### config.mk
export PLATFORM = sky130hd
export DESIGN_NAME = i2c_pair_ctrl
export DESIGN_NICKNAME = d
export VERILOG_FILES = /design/src/rtl/i2cp_pkg.sv /design/src/rtl/i2cp_line_sync.sv /design/src/rtl/i2cp_pointer.sv /design/src/rtl/i2cp_engine.sv /design/src/rtl/i2c_pair_ctrl.sv
export SDC_FILE = /design/constraint.sdc
export NUM_CORES = 1
export LEC_CHECK = 0
export BUFFER_PORTS_ARGS = -buffer_cell sky130_fd_sc_hd__buf_2
export CORE_ASPECT_RATIO = 1.75
export CORE_MARGIN = 4
export CORE_UTILIZATION = 30
export DETAILED_ROUTE_END_ITERATION = 16
export PLACE_DENSITY = 0.45
export SYNTH_ARGS = -nofsm -noshare
export SYNTH_HDL_FRONTEND = slang
export SYNTH_SLANG_ARGS = --single-unit
### constraint.sdc
create_clock -name clk -period 2.1 [get_ports clk]
set_input_delay 0.105 -clock clk [delete_from_list [all_inputs] [get_ports clk]]
set_output_delay 0.105 -clock clk [all_outputs]
set_load 0.05 [all_outputs]
### src/rtl/i2cp_pkg.sv
package i2cp_pkg;
  localparam int unsigned BYTE_W = 8;
  localparam int unsigned BITCNT_W = 4;

  typedef enum logic [3:0] {
    ST_IDLE,
    ST_ADDR,
    ST_ADDR_ACK,
    ST_CMD,
    ST_CMD_ACK,
    ST_WDATA,
    ST_WDATA_ACK,
    ST_RLOAD,
    ST_RDATA,
    ST_RACK
  } eng_state_t;
endpackage

### src/rtl/i2cp_line_sync.sv
module i2cp_line_sync #(
  parameter int unsigned STAGES = 2
) (
  input  logic clk,
  input  logic rst_n,
  input  logic scl_in,
  input  logic sda_in,
  output logic scl_s,
  output logic sda_s,
  output logic scl_rise,
  output logic scl_fall,
  output logic start_det,
  output logic stop_det
);
  logic [STAGES-1:0] scl_pipe;
  logic [STAGES-1:0] sda_pipe;
  logic              scl_q;
  logic              sda_q;

  generate
    for (genvar i = 0; i < STAGES; i++) begin : g_stage
      if (i == 0) begin : g_first
        always_ff @(posedge clk or negedge rst_n) begin
          if (!rst_n) begin
            scl_pipe[i] <= 1'b1;
            sda_pipe[i] <= 1'b1;
          end else begin
            scl_pipe[i] <= scl_in;
            sda_pipe[i] <= sda_in;
          end
        end
      end else begin : g_next
        always_ff @(posedge clk or negedge rst_n) begin
          if (!rst_n) begin
            scl_pipe[i] <= 1'b1;
            sda_pipe[i] <= 1'b1;
          end else begin
            scl_pipe[i] <= scl_pipe[i-1];
            sda_pipe[i] <= sda_pipe[i-1];
          end
        end
      end
    end
  endgenerate

  always_ff @(posedge clk or negedge rst_n) begin
    if (!rst_n) begin
      scl_q <= 1'b1;
      sda_q <= 1'b1;
    end else begin
      scl_q <= scl_pipe[STAGES-1];
      sda_q <= sda_pipe[STAGES-1];
    end
  end

  assign scl_s     = scl_pipe[STAGES-1];
  assign sda_s     = sda_pipe[STAGES-1];
  assign scl_rise  = scl_s & ~scl_q;
  assign scl_fall  = ~scl_s & scl_q;
  assign start_det = scl_s & scl_q & sda_q & ~sda_s;
  assign stop_det  = scl_s & scl_q & ~sda_q & sda_s;
endmodule

### src/rtl/i2cp_pointer.sv
module i2cp_pointer #(
  parameter int unsigned AW = 3
) (
  input  logic          clk,
  input  logic          rst_n,
  input  logic          load_en,
  input  logic [AW-1:0] load_val,
  input  logic          flip_en,
  output logic [AW-1:0] ptr
);
  logic [AW-1:0] ptr_nxt;

  always_comb begin
    ptr_nxt = ptr;
    if (load_en) begin
      ptr_nxt = load_val;
    end else if (flip_en) begin
      ptr_nxt = {ptr[AW-1:1], ~ptr[0]};
    end
  end

  always_ff @(posedge clk or negedge rst_n) begin
    if (!rst_n) begin
      ptr <= '0;
    end else if (load_en || flip_en) begin
      ptr <= ptr_nxt;
    end
  end
endmodule

### src/rtl/i2cp_engine.sv
module i2cp_engine
  import i2cp_pkg::*;
#(
  parameter int unsigned AW     = 3,
  parameter int unsigned PIN_W  = 3,
  parameter logic [6-PIN_W:0] DEV_PREFIX = 4'b0100
) (
  input  logic               clk,
  input  logic               rst_n,
  input  logic               sda_s,
  input  logic               scl_rise,
  input  logic               scl_fall,
  input  logic               start_det,
  input  logic               stop_det,
  input  logic [PIN_W-1:0]   addr_sel,
  input  logic [AW-1:0]      ptr,
  input  logic [BYTE_W-1:0]  rf_rdata,
  output logic               ptr_load,
  output logic [AW-1:0]      ptr_load_val,
  output logic               ptr_flip,
  output logic               sda_oe,
  output logic               rf_we,
  output logic [AW-1:0]      rf_waddr,
  output logic [BYTE_W-1:0]  rf_wdata
);
  localparam logic [BITCNT_W-1:0] LAST_BIT = BITCNT_W'(BYTE_W);

  eng_state_t          state, state_nxt;
  logic [BITCNT_W-1:0] bit_cnt, bit_cnt_nxt;
  logic [BYTE_W-1:0]   shreg, shreg_nxt;
  logic                rw, rw_nxt;
  logic                nack, nack_nxt;
  logic                oe_nxt;
  logic                we_nxt;
  logic [6:0]          own_addr;
  logic                writable;

  assign own_addr     = {DEV_PREFIX, addr_sel};
  assign writable     = (ptr[AW-1:1] != '0);
  assign ptr_load_val = shreg[AW-1:0];

  always_comb begin
    state_nxt   = state;
    bit_cnt_nxt = bit_cnt;
    shreg_nxt   = shreg;
    rw_nxt      = rw;
    nack_nxt    = nack;
    oe_nxt      = sda_oe;
    we_nxt      = 1'b0;
    ptr_load    = 1'b0;
    ptr_flip    = 1'b0;
    if (stop_det) begin
      state_nxt = ST_IDLE;
      oe_nxt    = 1'b0;
    end else if (start_det) begin
      state_nxt   = ST_ADDR;
      bit_cnt_nxt = '0;
      oe_nxt      = 1'b0;
    end else begin
      unique case (state)
        ST_IDLE: ;
        ST_ADDR, ST_CMD, ST_WDATA: begin
          if (scl_rise) begin
            shreg_nxt   = {shreg[BYTE_W-2:0], sda_s};
            bit_cnt_nxt = bit_cnt + 1'b1;
          end
          if (scl_fall && bit_cnt == LAST_BIT) begin
            bit_cnt_nxt = '0;
            if (state == ST_ADDR) begin
              if (shreg[7:1] == own_addr) begin
                oe_nxt    = 1'b1;
                rw_nxt    = shreg[0];
                state_nxt = ST_ADDR_ACK;
              end else begin
                state_nxt = ST_IDLE;
              end
            end else begin
              oe_nxt    = 1'b1;
              state_nxt = (state == ST_CMD) ? ST_CMD_ACK : ST_WDATA_ACK;
            end
          end
        end
        ST_ADDR_ACK: begin
          if (scl_fall) begin
            oe_nxt    = 1'b0;
            state_nxt = rw ? ST_RLOAD : ST_CMD;
          end
        end
        ST_CMD_ACK: begin
          if (scl_fall) begin
            oe_nxt    = 1'b0;
            ptr_load  = 1'b1;
            state_nxt = ST_WDATA;
          end
        end
        ST_WDATA_ACK: begin
          if (scl_fall) begin
            oe_nxt    = 1'b0;
            ptr_flip  = 1'b1;
            we_nxt    = writable;
            state_nxt = ST_WDATA;
          end
        end
        ST_RLOAD: begin
          shreg_nxt   = rf_rdata;
          oe_nxt      = ~rf_rdata[BYTE_W-1];
          bit_cnt_nxt = '0;
          state_nxt   = ST_RDATA;
        end
        ST_RDATA: begin
          if (scl_rise) begin
            bit_cnt_nxt = bit_cnt + 1'b1;
          end
          if (scl_fall) begin
            if (bit_cnt == LAST_BIT) begin
              oe_nxt      = 1'b0;
              bit_cnt_nxt = '0;
              state_nxt   = ST_RACK;
            end else begin
              shreg_nxt = {shreg[BYTE_W-2:0], 1'b1};
              oe_nxt    = ~shreg[BYTE_W-2];
            end
          end
        end
        ST_RACK: begin
          if (scl_rise) begin
            nack_nxt = sda_s;
          end
          if (scl_fall) begin
            if (nack) begin
              state_nxt = ST_IDLE;
            end else begin
              ptr_flip  = 1'b1;
              state_nxt = ST_RLOAD;
            end
          end
        end
        default: state_nxt = ST_IDLE;
      endcase
    end
  end

  always_ff @(posedge clk or negedge rst_n) begin
    if (!rst_n) begin
      state   <= ST_IDLE;
      bit_cnt <= '0;
      shreg   <= '0;
      rw      <= 1'b0;
      nack    <= 1'b0;
      sda_oe  <= 1'b0;
      rf_we   <= 1'b0;
    end else begin
      state   <= state_nxt;
      bit_cnt <= bit_cnt_nxt;
      shreg   <= shreg_nxt;
      rw      <= rw_nxt;
      nack    <= nack_nxt;
      sda_oe  <= oe_nxt;
      rf_we   <= we_nxt;
    end
  end

  always_ff @(posedge clk or negedge rst_n) begin
    if (!rst_n) begin
      rf_waddr <= '0;
      rf_wdata <= '0;
    end else if (we_nxt) begin
      rf_waddr <= ptr;
      rf_wdata <= shreg;
    end
  end
endmodule

### src/rtl/i2c_pair_ctrl.sv
module i2c_pair_ctrl #(
  parameter int unsigned AW          = 3,
  parameter int unsigned PIN_W       = 3,
  parameter int unsigned SYNC_STAGES = 2
) (
  input  logic             clk,
  input  logic             rst_n,
  input  logic             scl_in,
  input  logic             sda_in,
  output logic             sda_oe,
  input  logic [PIN_W-1:0] addr_sel,
  output logic             rf_we,
  output logic [AW-1:0]    rf_waddr,
  output logic [7:0]       rf_wdata,
  output logic [AW-1:0]    rf_raddr,
  input  logic [7:0]       rf_rdata
);
  logic [1:0]    rst_pipe;
  logic          rst_ns;
  logic          scl_s, sda_s, scl_rise, scl_fall, start_det, stop_det;
  logic          ptr_load, ptr_flip;
  logic [AW-1:0] ptr_load_val, ptr;

  always_ff @(posedge clk or negedge rst_n) begin
    if (!rst_n) begin
      rst_pipe <= '0;
    end else begin
      rst_pipe <= {rst_pipe[0], 1'b1};
    end
  end
  assign rst_ns = rst_pipe[1];

  i2cp_line_sync #(.STAGES(SYNC_STAGES)) u_sync (
    .clk(clk), .rst_n(rst_ns), .scl_in(scl_in), .sda_in(sda_in),
    .scl_s(scl_s), .sda_s(sda_s), .scl_rise(scl_rise), .scl_fall(scl_fall),
    .start_det(start_det), .stop_det(stop_det)
  );

  i2cp_pointer #(.AW(AW)) u_ptr (
    .clk(clk), .rst_n(rst_ns), .load_en(ptr_load), .load_val(ptr_load_val),
    .flip_en(ptr_flip), .ptr(ptr)
  );

  i2cp_engine #(.AW(AW), .PIN_W(PIN_W)) u_eng (
    .clk(clk), .rst_n(rst_ns), .sda_s(sda_s), .scl_rise(scl_rise),
    .scl_fall(scl_fall), .start_det(start_det), .stop_det(stop_det),
    .addr_sel(addr_sel), .ptr(ptr), .rf_rdata(rf_rdata),
    .ptr_load(ptr_load), .ptr_load_val(ptr_load_val), .ptr_flip(ptr_flip),
    .sda_oe(sda_oe), .rf_we(rf_we), .rf_waddr(rf_waddr), .rf_wdata(rf_wdata)
  );

  assign rf_raddr = ptr;
endmodule

# Word-level counts from Yosys, hierarchy flattened
# Index checks and enable logic that the tools add are counted.
dict set report word_totals {
  regBits 42
  output_inout_bits 16
}
dict set report op_classes {
  addsub 1
  eq_ne 23
  mux 48
  n_bitwise 16
  n_reduce_logical 19
}
# op n
set op_table {}
lappend op_table {{$mux 4} 14}
lappend op_table {{$pmux 4 s7} 1}
lappend op_table {{$mux 8} 3}
lappend op_table {{$pmux 8 s3} 1}
lappend op_table {{$mux 1} 21}
lappend op_table {{$ne 4x3->1 const B} 5}
lappend op_table {{$eq 4x3->1 const B} 4}
lappend op_table {{$eq 4x4->1 const B} 3}
lappend op_table {{$pmux 4 s3} 1}
lappend op_table {{$reduce_and 6->1} 2}
lappend op_table {{$mux 3} 3}
lappend op_table {{$not 1->1} 9}
lappend op_table {{$eq 4x2->1 const B} 2}
lappend op_table {{$ne 4x1->1 const B} 2}
lappend op_table {{$and 1x1->1} 7}
lappend op_table {{$eq 7x6->1} 1}
lappend op_table {{$reduce_and 7->1} 1}
lappend op_table {{$reduce_and 2->1} 3}
lappend op_table {{$reduce_bool 6->1} 1}
lappend op_table {{$reduce_or 3->1} 2}
lappend op_table {{$ne 5x5->1 const B} 1}
lappend op_table {{$reduce_and 5->1} 1}
lappend op_table {{$add 4x1->4 const B} 1}
lappend op_table {{$eq 4x1->1 const B} 1}
lappend op_table {{other kinds (14)} 17}

# Longest topological paths before layout
# Gate-level depths: netlist (run 1).
dict set report depth {
  word_depth 8
  mapped_depth 9
}

# Modules after synthesis
# Synthesis (run 1) repeated with hierarchy kept, for this count alone.
dict set report hier_totals {
  cells_unflattened 183
  area_unflattened_um2 2125.8
}
# module n_inst cells_per_inst area_per_inst_um2 seq_area_each_um2
set modules_own_cells {}
lappend modules_own_cells {i2cp_engine 1 162 1766.7 775.7}
lappend modules_own_cells {i2cp_line_sync 1 10 190.2 157.7}
lappend modules_own_cells {i2cp_pointer 1 8 115.1 75.1}
lappend modules_own_cells {i2c_pair_ctrl 1 3 53.8 50.0}

# Least setup slack after synthesis (run 1)
# OpenSTA, ideal clock, no wires.
dict set report synth_timing {
  path_type {reg2reg}
  startpoint {register u_eng.bit_cnt[0]}
  endpoint {register u_eng.state[3]}
  setup_ns 0.094
  t_arrival_ns 1.775
  required_ns 2.006
  setup_slack_ns 0.231
  path_stages_with_launch 9
  n_path_buf 1
  synth_period_minus_slack_ns 1.869
  cell_sequence {dfrtp_1 > inv_1 > ha_1 > and3b_1 > buf_6 > maj3_2 > a221oi_4 > nor2_1 > a211oi_1}
}
dict set report synth_via {
  elab_chain_cells 4
  word_cells_on_any_way 5
}
# element line
set synth_rtl {}
lappend synth_rtl {{from (decl)} i2cp_engine.sv:29} ;# logic [BITCNT_W-1:0] bit_cnt, bit_cnt_nxt;
lappend synth_rtl {{from (signal assigned)} i2cp_engine.sv:154} ;# bit_cnt <= bit_cnt_nxt;
lappend synth_rtl {{$eq 4x4->1 (*)} {i2cp_engine.sv:67, i2cp_engine.sv:115}}
lappend synth_rtl {{$logic_and 1x1->1} i2cp_engine.sv:67} ;# if (scl_fall && bit_cnt == LAST_BIT) begin
lappend synth_rtl {{$ne 4x3->1 (no line)} --}
lappend synth_rtl {{$reduce_and 7->1 (no line) (*)} --}
lappend synth_rtl {{to (signal assigned)} i2cp_engine.sv:153} ;# state <= state_nxt;
lappend synth_rtl {{to (decl)} i2cp_engine.sv:28} ;# eng_state_t state, state_nxt;
# Mark *: on every way between the ends. The rest lies on a longest branch, timed or not.
# A chain may end at the register's enable or synchronous reset.

# Worst setup path after layout (run 1)
# Same ends and word-level chain as after synthesis.

==> results of run 1 <==
## what timing repair did
item,4_1_cts,5_1_grt
endpoints found under the hold margin,4,0
hold buffers,3,0
buffers inserted,0,0
## final cells by class
class / count / area [µm²] / share of cell area (%)
Clock buffer: 6 / 129 / 4.79
Clock inverter: 2 / 13.8 / 0.512
Inverter: 6 / 22.5 / 0.838
Multi-Input combinational cell: 145 / 1020 / 38.0
Sequential cell: 42 / 1060 / 39.4
Tap cell: 84 / 105 / 3.91
Timing Repair Buffer: 54 / 338 / 12.6
## state kept, by name, summed over array words and instances (netlist names), 2 cells and up
name            cells
u_eng.rf_wdata      8
u_eng.shreg         8
u_eng.bit_cnt       4
u_eng.state         4
u_eng.rf_waddr      3
u_ptr.ptr           3
rst_pipe            2
## cells by family (layout without fill, tap and decap cells)
logic type                 Yosys count  in the layout  synth area share [%]
and+or+nand+nor                     61             61                  15.6
AOI/OAI and AO/OA                   48             48                  14.5
DFF                                 42             42                  49.0
muxes                               23             23                  11.5
buffers and inverters               17             68                  3.76
xor gates and xnor gates             7              7                  2.84
adders and majority gates            5              5                  2.61
other                                1              1                 0.174
## worst paths after layout
| path | to | slack (ns) |
|---|---|---|
| setup / recovery | u_eng.state[3]$_DFFE_PN0P_ | 0.14 |
| setup reg to reg | u_eng.state[3]$_DFFE_PN0P_ | 0.14 |
| hold / removal | u_eng.shreg[2]$_DFFE_PN0P_ | 0.11 |
| max in group asynchronous | u_sync.scl_q$_DFF_PN1_ | 1.30 |
| min in group asynchronous | rst_pipe[0]$_DFF_PN0_ | 0.13 |
| hold reg to reg | u_eng.rf_wdata[5]$_DFFE_PN0P_ | 0.20 |
## placed cells by master (no fill, tap or decap), drive strengths merged, types with 5 or more instances in the layout
cell	instances
xor2	6
inv	5
clkbuf	6
nor2	15
mux2	15
o21ai	18
dfstp	6
nand2	19
dfrtp	36
mux2i	8
buf	51
a21oi	11
## through the flow
step / hold slack, ns / cell area, µm² / worst slack [ns]
3_5_place_dp: -0.106 / 2520 / 0.183
3_3_place_gp: -0.108 / 2520 / 0.216
6_report: 0.112 / 2690 / 0.142
5_1_grt: 0.141 / 2690 / 0.00629
2_1_floorplan: -0.191 / 2160 / 0.231
4_1_cts: 0.113 / 2690 / 0.133
## layer usage
metal,part of all wire (%),up-vias,track usage (%),wire length [µm]
met4,5.3,0,8.71,278
met3,4.0,19,2.50,214
met1,38,809,14.2,2020
met5,0,-,0,0
met2,53,56,23.2,2780
li1,-,829,-,-
## worst max-delay path, delay by kind of cell (launching register included)
kind,cells,cell delay (ns)
flops,1,0.43
buf+inv,1,0.06
compound gates,2,0.57
simple gates,2,0.29
fa+ha+maj,2,0.51
## where the power goes
part | switching [W] | internal [W]
sequential | 0.000262 | 0.00106
combinational | 0.00115 | 0.000732
clock | 0.000320 | 0.000441
==> key figures, run 1 <==
Timing
  • Fin. Hold Viols: 0
  • Setup Viol. Count Final: 0
  • Fin Setup TNS: 0 ns
  • Unrepaired setup endpoints after global routing: no
  • Clock skew: ~0.0034 ns
  • Max Transition Viols Final: 0
  • F_max: approximately 0.5 GHz
  • Tcrit/Tclk final: around 93%
  • Minimum clock period after layout: 1.96 ns

Critical path
  • Crit-path slowest cell: dfrtp_1
  • Crit path DAT: roughly 2.2 ns
  • Crit path max fanout: 6
  • R2R Path Start: u_eng.bit_cnt[0]$_DFFE_PN0P_
  • Crit. Startpoint: u_eng.bit_cnt[0]$_DFFE_PN0P_
  • R2R depth: 7
  • Worst path required time: ~2.3 ns
  • Crit path cell chain: inv_1 > ha_1 > and3b_1 > maj3_2 > a221oi_4 > nor2_1 > a211oi_1
  • Setup crit start kind: flip-flop
  • Worst Setup Path Type: flip-flop to flip-flop
  • Worst stage delay on the critical path: between 0.4 and 0.5 ns
  • CP Capture Type: flip-flop

Clock network
  • Clk_lat worst skew: around 0.28 ns
  • Number of H-tree levels: 2
  • Clk buf depth: 2
  • Clk sinks: 42
  • Post-CTS sizing: 0
  • TritonCTS buffer count: 5
  • Root Buffer: clkbuf_16
  • Clock-pin slew on the worst setup and hold paths: ~0.060 ns
  • TritonCTS clock tree: built

Logic synthesis
  • Most used DFF post-synth: dfrtp_1
  • Ys async rst share: 100%
  • Most frequent cell after synthesis: dfrtp_1
  • Top cells by count, synth: dfrtp_1 (36), nand2_1 (19), o21ai_0 (18)
  • Synthesized flop and latch total: 42
  • Avg Cell Area, Syn: 10.6 µm²
  • Netlist Area Pre-Place: approximately 2200 µm²
  • Top-area cell type share of the netlist area: a little over two fifths
  • Largest area contributor in the synthesized netlist: dfrtp_1
  • Syn. warnings: 0
  • Post-synth EDFFs: 0
  • Synth cell types: a little under 50
  • Net count after synthesis: ~220
  • Sequential share of the synthesized area: ~49%
  • Post-Syn Instances: about 200
  • Synth area leaders: dfrtp_1 (42%), dfstp_2 (7.3%), mux2_2 (7.3%)

Worst hold path
  • HP Class: input pin to flip-flop
  • Worst hold stages: 3
  • Hold_sp: rf_rdata[2]

Global routing
  • Total grt overflow: 0
  • Largest net degree at the start of global routing: 20
  • Vias in the first global route: around 1,800
  • First-pass GRT wire length: between 8000 and 9000 µm
  • Initial antenna violation count: 0
  • GR Util All Layers: between 10% and 20%

Finish
  • Number of diodes: 0
  • Synthesis-to-finish area growth: 24.4%
  • Share of cells above drive strength 1: between 30% and 40%
  • Final core utilization: 38.7%
  • Fin cells: between 300 and 400
  • Filler Cell Count: 687
  • Nets@finish: 271

Routing
  • Remaining antenna violation count after routing: 0
  • DRT iter0 DRCs: 23
  • Vias per inst: a little over 5
  • Mean routed wirelength per cell: 15.6 µm
  • Final wirelength: ~5300 µm
  • First drt pass iteration count: 4
  • Total number of vias: 1,713
  • Final routed DRC violation total: 0

Run
  • Max Cap Viol: 0

Power and ir drop
  • Peak supply drop: roughly 0.69 mV
  • Overall power: 0.00396 W
  • Power per Cell Area: 1470 nW/µm²
  • Leakage: 1.28 nW

Floorplanning
  • Rows: 40
  • Area of the core: 6960 µm²
  • Die height: 120 µm
  • Die width: 72.2 µm
  • I/O pins: 31
  • Die area: about 8700 µm²
  • Starting Density: 31.1%

Run status
  • Result of the run: finished, final reports clean

Place
  • Hpwl dp: ~4000 µm
  • Placer Congestion: between 0.7 and 0.8
  • Port buffer count: 30
  • Inst Count DP: roughly 330
Power figures use the tool's default switching activity.
==> run 2: changes to the inputs <==
--- a/config.mk
+++ b/config.mk
@@ -5,12 +5,12 @@
 export SDC_FILE = /design/constraint.sdc
 export NUM_CORES = 1
 export LEC_CHECK = 0
-export BUFFER_PORTS_ARGS = -buffer_cell sky130_fd_sc_hd__buf_2
 export CORE_ASPECT_RATIO = 1.75
 export CORE_MARGIN = 4
 export CORE_UTILIZATION = 30
 export DETAILED_ROUTE_END_ITERATION = 16
-export PLACE_DENSITY = 0.45
+export DONT_BUFFER_PORTS = 1
+export PLACE_DENSITY = 0.42
 export SYNTH_ARGS = -nofsm -noshare
 export SYNTH_HDL_FRONTEND = slang
 export SYNTH_SLANG_ARGS = --single-unit
==> run 2 against run 1 <==
  * Die area unchanged
  * Clock power up 19%
  * Fmax is 0.15% higher
  * Non-clock buffer count fell by 33
  * Routed wire length decreased by 0.68%
  * Clock skew is 0.0013 ns higher
  * Via count down 6.1%
  * Global-route usage is 0.098 points lower
  * Utilization shrank 2.1 points
  * Power is 0.73% higher
  * Flip-flop and latch count stayed put
  * Setup slack improved by 0.0029 ns
  * Critical endpoint unchanged
  * Largest power group is now sequential cells
==> key figures, run 2 (synthesis gave the netlist of run 1 again) <==
Clock network
  • Clk buf depth: 2 (unchanged)
  • TritonCTS buffer count: 5 (unchanged)
  • Clk_lat worst skew: 0.28 ns (about the same)
  • Root Buffer: clkbuf_16
  • Clk sinks: 42 (unchanged)
  • Post-CTS setup buffers: 0 (unchanged)
  • Number of H-tree levels: 2 (unchanged)
  • TritonCTS clock tree: built
  • Clock-pin slew on the worst setup and hold paths: 0.06 ns (about the same)

Critical path
  • Crit path DAT: 2.15 ns (about the same)
  • Crit. Startpoint: u_eng.bit_cnt[0]$_DFFE_PN0P_
  • Worst stage delay on the critical path: 0.41 ns (-0.02 ns)
  • R2R Path Start: u_eng.bit_cnt[0]$_DFFE_PN0P_
  • Crit path max fanout: 6 (unchanged)
  • CP top delay family: compound AO/OA/AOI/OAI gates
  • Crit-path slowest cell: dfrtp_1
  • Critical Path Stages: 7 (unchanged)
  • Reg-to-reg endpoint: u_eng.state[3]$_DFFE_PN0P_
  • Worst path required time: 2.29 ns (about the same)
  • Worst Path Buf+Inv: 1 (unchanged)
  • CP Capture Type: flip-flop
  • Reg2Reg Setup Slack: 0.14 ns (about the same)
  • Setup crit start kind: flip-flop
  • Crit path cell chain: inv_1 > ha_1 > and3b_1 > maj3_2 > a221oi_4 > nor2_1 > a211oi_1
  • Crit path capture: u_eng.state[3]$_DFFE_PN0P_
  • R2R depth: 7 (unchanged)
  • Worst Setup Path Type: flip-flop to flip-flop

Finish
  • Nets@finish: 238 (-12%)
  • Top Registers: u_eng.rf_wdata x8, u_eng.shreg x8
  • Most frequent cells in the layout: dfrtp_1 (36), nand2_1 (19), o21ai_0 (18), buf_4 (18), nor2_1 (15)
  • Final core utilization: 36.6% (-2.1 points)
  • Number of diodes: 0 (unchanged)
  • Fin cells: 306 (-9.7%)
  • Share of cells above drive strength 1: 24.3% (-10 points)
  • Most common cell after layout, fill and taps aside: dfrtp_1
  • Synthesis-to-finish area growth: 17.8%
  • Final instance area: 2540 µm² (-5.4%)

Power and ir drop
  • Peak supply drop: 0.667 mV (-3.4%)
  • Power per Cell Area: 1570 nW/µm² (+6.4%)
  • Leakage: 1.14 nW (-11%)

Timing
  • Tcrit/Tclk final: 93.1% (-0.14 points)
  • Unrepaired setup endpoints after global routing: no
  • Setup Viol. Count Final: 0 (unchanged)
  • Fin Setup TNS: 0 ns (unchanged)
  • F_max: 0.511 GHz (+0.15%)
  • Worst slew pin tran: between 0.5 and 0.6 ns
  • Minimum clock period after layout: 1.96 ns (-0.00294 ns)
  • Final WS setup: 0.145 ns (+0.00294 ns)
  • Max Transition Viols Final: 0 (unchanged)
  • Fin. Hold Viols: 0 (unchanged)
  • Clock skew: 0.00470 ns (+0.00132 ns)
  • Max-slew headroom: between 60% and 70%

Worst hold path
  • HP Class: input pin to flip-flop

Floorplanning
  • Area of the core: 6960 µm² (unchanged)
  • Rows: 40 (unchanged)
  • Starting Density: 31.1% (unchanged)
  • Die height: 120 µm (unchanged)
  • Die width: 72.2 µm (unchanged)
  • Die area: 8680 µm² (unchanged)
  • I/O pins: 31 (unchanged)

Run status
  • Result of the run: finished, final reports clean

Place
  • Inst Count DP: 295 (-10%)
  • Port buffer count: 0 (-100%)
  • DP Area: 2340 µm² (-6.9%)
  • Placer Congestion: 0.879 (+11%)
  • Placement Setup Slack: 0.159 ns (-0.0236 ns)
  • Hpwl dp: 3970 µm (-3.6%)

Global routing
  • Most Crowded Layer GR: met2
  • Met2 usage: 23.5% (+0.34 points)
  • Met3 usage: 3.24% (+0.75 points)
  • GR Util All Layers: 13.2% (-0.098 points)
  • Initial antenna violation count: 0 (unchanged)
  • M1 GR Usage: 14.0% (-0.20 points)
  • First-pass GRT wire length: 8790 µm (-1.0%)
  • Total grt overflow: 0 (unchanged)
  • Largest net degree at the start of global routing: 41 (+110%)
  • Vias in the first global route: 1,718 (-6.4%)

Routing
  • DRT iter0 DRCs: 24 (+4.3%)
  • Final routed DRC violation total: 0 (unchanged)
  • Vias per inst: 5.25 (+4.0%)
  • Final wirelength: 5260 µm (-0.68%)
  • First drt pass iteration count: 4 (unchanged)
  • Total number of vias: 1,608 (-6.1%)
  • Remaining antenna violation count after routing: 0 (unchanged)
  • Mean routed wirelength per cell: 17.2 µm (+10%)

Run
  • Max Cap Viol: 0 (unchanged)
-- run 2: cell types whose count changed in the layout (fill, tap and decap cells not counted) --
| cell | previous run | this run |
|---|---|---|
| dfrtp_1 | 35 | 36 |
| clkinv_4 | 1 | 0 |
| bufinv_16 | 0 | 1 |
| dfrtp_2 | 1 | 0 |
| buf_4 | 21 | 18 |
| clkbuf_8 | 0 | 1 |
| clkinv_2 | 1 | 0 |
| buf_2 | 30 | 0 |
-- run 2: how the worst min path moves through the flow --
stage,startpoint,end,cells after the start
final,rf_rdata[2],u_eng.shreg[2]$_DFFE_PN0P_,2
after global placement,rst_n,rst_pipe[0]$_DFF_PN0_,0
after CTS,rf_rdata[2],u_eng.shreg[2]$_DFFE_PN0P_,2
after detailed placement,rst_n,rst_pipe[1]$_DFF_PN0_,0
after floorplan,rst_n,rst_pipe[0]$_DFF_PN0_,0
after global routing,rf_rdata[5],u_eng.shreg[5]$_DFFE_PN0P_,2
-- run 2: per-stage QoR --
| stage | total power, W | hold slack (ns) |
|---|---|---|
| final | 0.00399 | 0.0242 |
| after global routing | 0.00427 | 0.0380 |
| after CTS | 0.00404 | 0.0186 |
| after detailed placement | 0.00311 | -0.191 |
| after global placement | 0.00307 | -0.191 |
| after floorplan | 0.00264 | -0.191 |
-- run 2: power breakdown --
group / internal, W / switching [W]
clock: 0.000594 / 0.000309
combinational: 0.000660 / 0.000798
sequential: 0.00105 / 0.000575
-- run 2: routing by layer --
| metal | up-vias | part of all wire (%) |
|---|---|---|
| li1 | 760 | - |
| met1 | 802 | 37 |
| met2 | 37 | 56 |
| met3 | 9 | 3.7 |
| met4 | 0 | 3.3 |
| met5 | - | 0 |
-- run 2: cell type report --
cell class	count	area (µm²)
Tap cell	84	105
Sequential cell	42	1060
Timing Repair Buffer	21	165
Clock buffer	7	143
Inverter	6	22.5
Multi-Input combinational cell	145	1020
Fill cell	686	4410
Clock inverter	1	30.0
-- run 2: timing repair --
action | in CTS | in global routing
endpoints found under the hold margin | 4 | 0
hold buffers | 3 | 0
gates resized for setup | 0 | 0
==> run 3: changes to the inputs <==
--- a/config.mk
+++ b/config.mk
@@ -7,10 +7,10 @@
 export LEC_CHECK = 0
 export CORE_ASPECT_RATIO = 1.75
 export CORE_MARGIN = 4
-export CORE_UTILIZATION = 30
+export CORE_UTILIZATION = 40
 export DETAILED_ROUTE_END_ITERATION = 16
 export DONT_BUFFER_PORTS = 1
-export PLACE_DENSITY = 0.42
+export PLACE_DENSITY = 0.52
 export SYNTH_ARGS = -nofsm -noshare
 export SYNTH_HDL_FRONTEND = slang
 export SYNTH_SLANG_ARGS = --single-unit
==> run 3 against run 2 <==
  * Setup slack better by 0.021 ns
  * Register-to-register slack improved by 0.02 ns
  * Non-clock buffer count did not move
  * Fmax rose by 1.1%
  * Critical path type unchanged
  * Routed wire length fell by 3.3%
==> key figures, run 3 (synthesis gave the netlist of run 1 again) <==
Finish
  • Most frequent cells in the layout: dfrtp_1 (36), nand2_1 (19), o21ai_0 (18), buf_4 (18), nor2_1 (15)
  • Most common cell after layout, fill and taps aside: dfrtp_1
  • Share of cells above drive strength 1: 23.9% (-0.45 points)
  • Filler Cell Count: 507 (-26%)
  • Top Registers: u_eng.rf_wdata x8, u_eng.shreg x8
  • Number of diodes: 0 (unchanged)
  • Nets@finish: 238 (unchanged)
  • Synthesis-to-finish area growth: 13.0%

Clock network
  • Post-CTS sizing: 0 (unchanged)
  • Clk sinks: 42 (unchanged)
  • TritonCTS clock tree: built
  • Number of H-tree levels: 2 (unchanged)
  • Post-CTS setup buffers: 0 (unchanged)
  • Clock-pin slew on the worst setup and hold paths: 0.08 ns (+0.02 ns)
  • Clk_lat worst skew: 0.29 ns (about the same)
  • Clk buf depth: 2 (unchanged)
  • TritonCTS buffer count: 5 (unchanged)
  • Root Buffer: clkbuf_8

Worst hold path
  • Worst hold stages: 2 (unchanged)
  • Worst Hold End: u_eng.shreg[2]$_DFFE_PN0P_
  • HP Class: input pin to flip-flop
  • Hold_sp: rf_rdata[2]

Critical path
  • Worst Path Buf+Inv: 0 (-1)
  • Crit path cell chain: or4b_4 > a21oi_2 > nand4_1 > xor2_1 > nor2_1
  • Crit path DAT: 2.15 ns (about the same)
  • R2R depth: 5 (-2)
  • Crit path max fanout: 12 (+6)
  • Reg2Reg Setup Slack: 0.17 ns (+0.02 ns)
  • Worst Setup Path Type: flip-flop to flip-flop
  • Worst stage delay on the critical path: 0.62 ns (+0.21 ns)
  • Worst path required time: 2.32 ns (+0.03 ns)
  • Setup crit start kind: flip-flop
  • CP Capture Type: flip-flop
  • R2R Path Start: u_eng.state[0]$_DFFE_PN0P_
  • Crit-path slowest cell: or4b_4
  • CP top delay family: simple AND/OR/NAND/NOR gates
  • Reg-to-reg endpoint: u_eng.bit_cnt[3]$_DFFE_PN0P_

Place
  • Hpwl dp: 3830 µm (-3.5%)
  • Port buffer count: 0 (unchanged)
  • Placer Congestion: 0.797 (-9.3%)

Timing
  • Fin. Hold Viols: 0 (unchanged)
  • Max-slew headroom: 63.8% (+0.72 points)
  • Unrepaired setup endpoints after global routing: no
  • Clock skew: 0.00453 ns (-0.000171 ns)
  • Tcrit/Tclk final: 92.1% (-1.0 points)
  • Setup Viol. Count Final: 0 (unchanged)
  • F_max: 0.517 GHz (+1.1%)
  • Worst slew pin tran: 0.543 ns (-0.0108 ns)
  • Minimum clock period after layout: 1.93 ns (-0.0214 ns)
  • Final Hold Slack: 0.0182 ns (-0.00600 ns)
  • Max Transition Viols Final: 0 (unchanged)
  • Fin Setup TNS: 0 ns (unchanged)

Power and ir drop
  • Overall power: 0.00372 W (-6.8%)
  • Peak supply drop: 0.745 mV (+12%)
  • Leakage: 1.11 nW (-2.7%)
  • Power per Cell Area: 1520 nW/µm² (-2.9%)

Floorplanning
  • Rows: 35 (-13%)
  • Area of the core: 5260 µm² (-24%)
  • Die width: 63.6 µm (-12%)
  • Die area: 6690 µm² (-23%)
  • I/O pins: 31 (unchanged)
  • Die height: 105 µm (-13%)
  • Starting Density: 41.1% (+10 points)

Global routing
  • Largest net degree at the start of global routing: 41 (unchanged)
  • GR Util All Layers: 16.4% (+3.2 points)
  • Met2 usage: 27.3% (+3.8 points)
  • Total grt overflow: 0 (unchanged)
  • Met3 usage: 4.05% (+0.81 points)
  • Vias in the first global route: 1,705 (-0.76%)
  • First-pass GRT wire length: 8600 µm (-2.2%)
  • Most Crowded Layer GR: met2
  • Initial antenna violation count: 0 (unchanged)
  • M1 GR Usage: 19.0% (+5.0 points)

Routing
  • DRT iter0 DRCs: 40 (+67%)
  • Mean routed wirelength per cell: 18.4 µm (+6.9%)
  • Vias per inst: 5.85 (+11%)
  • First drt pass iteration count: 5 (+1)
  • Total number of vias: 1,621 (+0.81%)
  • Final routed DRC violation total: 0 (unchanged)
  • Remaining antenna violation count after routing: 0 (unchanged)
  • Final wirelength: 5090 µm (-3.3%)

Run status
  • Result of the run: finished, final reports clean

Run
  • Max Cap Viol: 0 (unchanged)
## run 3: cell types whose count changed in the layout (fill, tap and decap cells not counted)
cell,before,now
clkbuf_1,1,2
clkbuf_16,5,0
clkbuf_8,1,5
## run 3: layout make-up
cell class                      instances  area, µm²  share of cell area (%)
Inverter                                6       22.5                   0.922
Clock buffer                            7       76.3                    3.13
Tap cell                               55       68.8                    2.82
Timing Repair Buffer                   21        165                    6.76
Multi-Input combinational cell        145       1020                    41.8
Sequential cell                        42       1060                    43.3
Clock inverter                          1       30.0                    1.23
## run 3: worst max path at each step
stage | from | endpoint | cells after the start
after global routing | u_eng.state[0]$_DFFE_PN0P_ | u_eng.shreg[5]$_DFFE_PN0P_ | 7
after floorplan | u_eng.bit_cnt[0]$_DFFE_PN0P_ | u_eng.state[3]$_DFFE_PN0P_ | 8
after CTS | u_eng.bit_cnt[0]$_DFFE_PN0P_ | u_eng.state[3]$_DFFE_PN0P_ | 7
after global placement | u_eng.bit_cnt[0]$_DFFE_PN0P_ | u_eng.state[3]$_DFFE_PN0P_ | 7
final | u_eng.state[0]$_DFFE_PN0P_ | u_eng.bit_cnt[3]$_DFFE_PN0P_ | 5
after detailed placement | u_eng.bit_cnt[0]$_DFFE_PN0P_ | u_eng.state[3]$_DFFE_PN0P_ | 7
## run 3: report_power, final
group	switching (W)	total (W)	internal [W]
sequential	0.000572	0.00162	0.00105
combinational	0.000807	0.00146	0.000654
clock	0.000276	0.000632	0.000356
total	0.00166	0.00372	0.00206
## run 3: through the flow
step	worst slack (ns)	cells	util (%)	cell area, µm²
final	0.166	277	46.5	2440
after global routing	0.0391	277	46.5	2440
after CTS	0.155	277	46.5	2440
after detailed placement	0.168	266	43.9	2310
after global placement	0.181	266	43.9	2310
after floorplan	0.231	204	-	2160
## run 3: worst register-to-register path: stages (launching register included)
cell	delay, ns
dfrtp_1	0.53
or4b_4	0.62
a21oi_2	0.28
nand4_1	0.16
xor2_1	0.16
nor2_1	0.11
## run 3: what timing repair did
item / in CTS / in global routing
endpoints found under the hold margin: 4 / 0
hold buffers: 3 / 0
endpoints found under the setup margin: 0 / 0
## run 3: layer usage
metal | share of wire [%] | wire, µm
met2 | 51 | 2590
met5 | 0 | 0
met1 | 40 | 2020
met3 | 5.3 | 272
met4 | 4.0 | 204
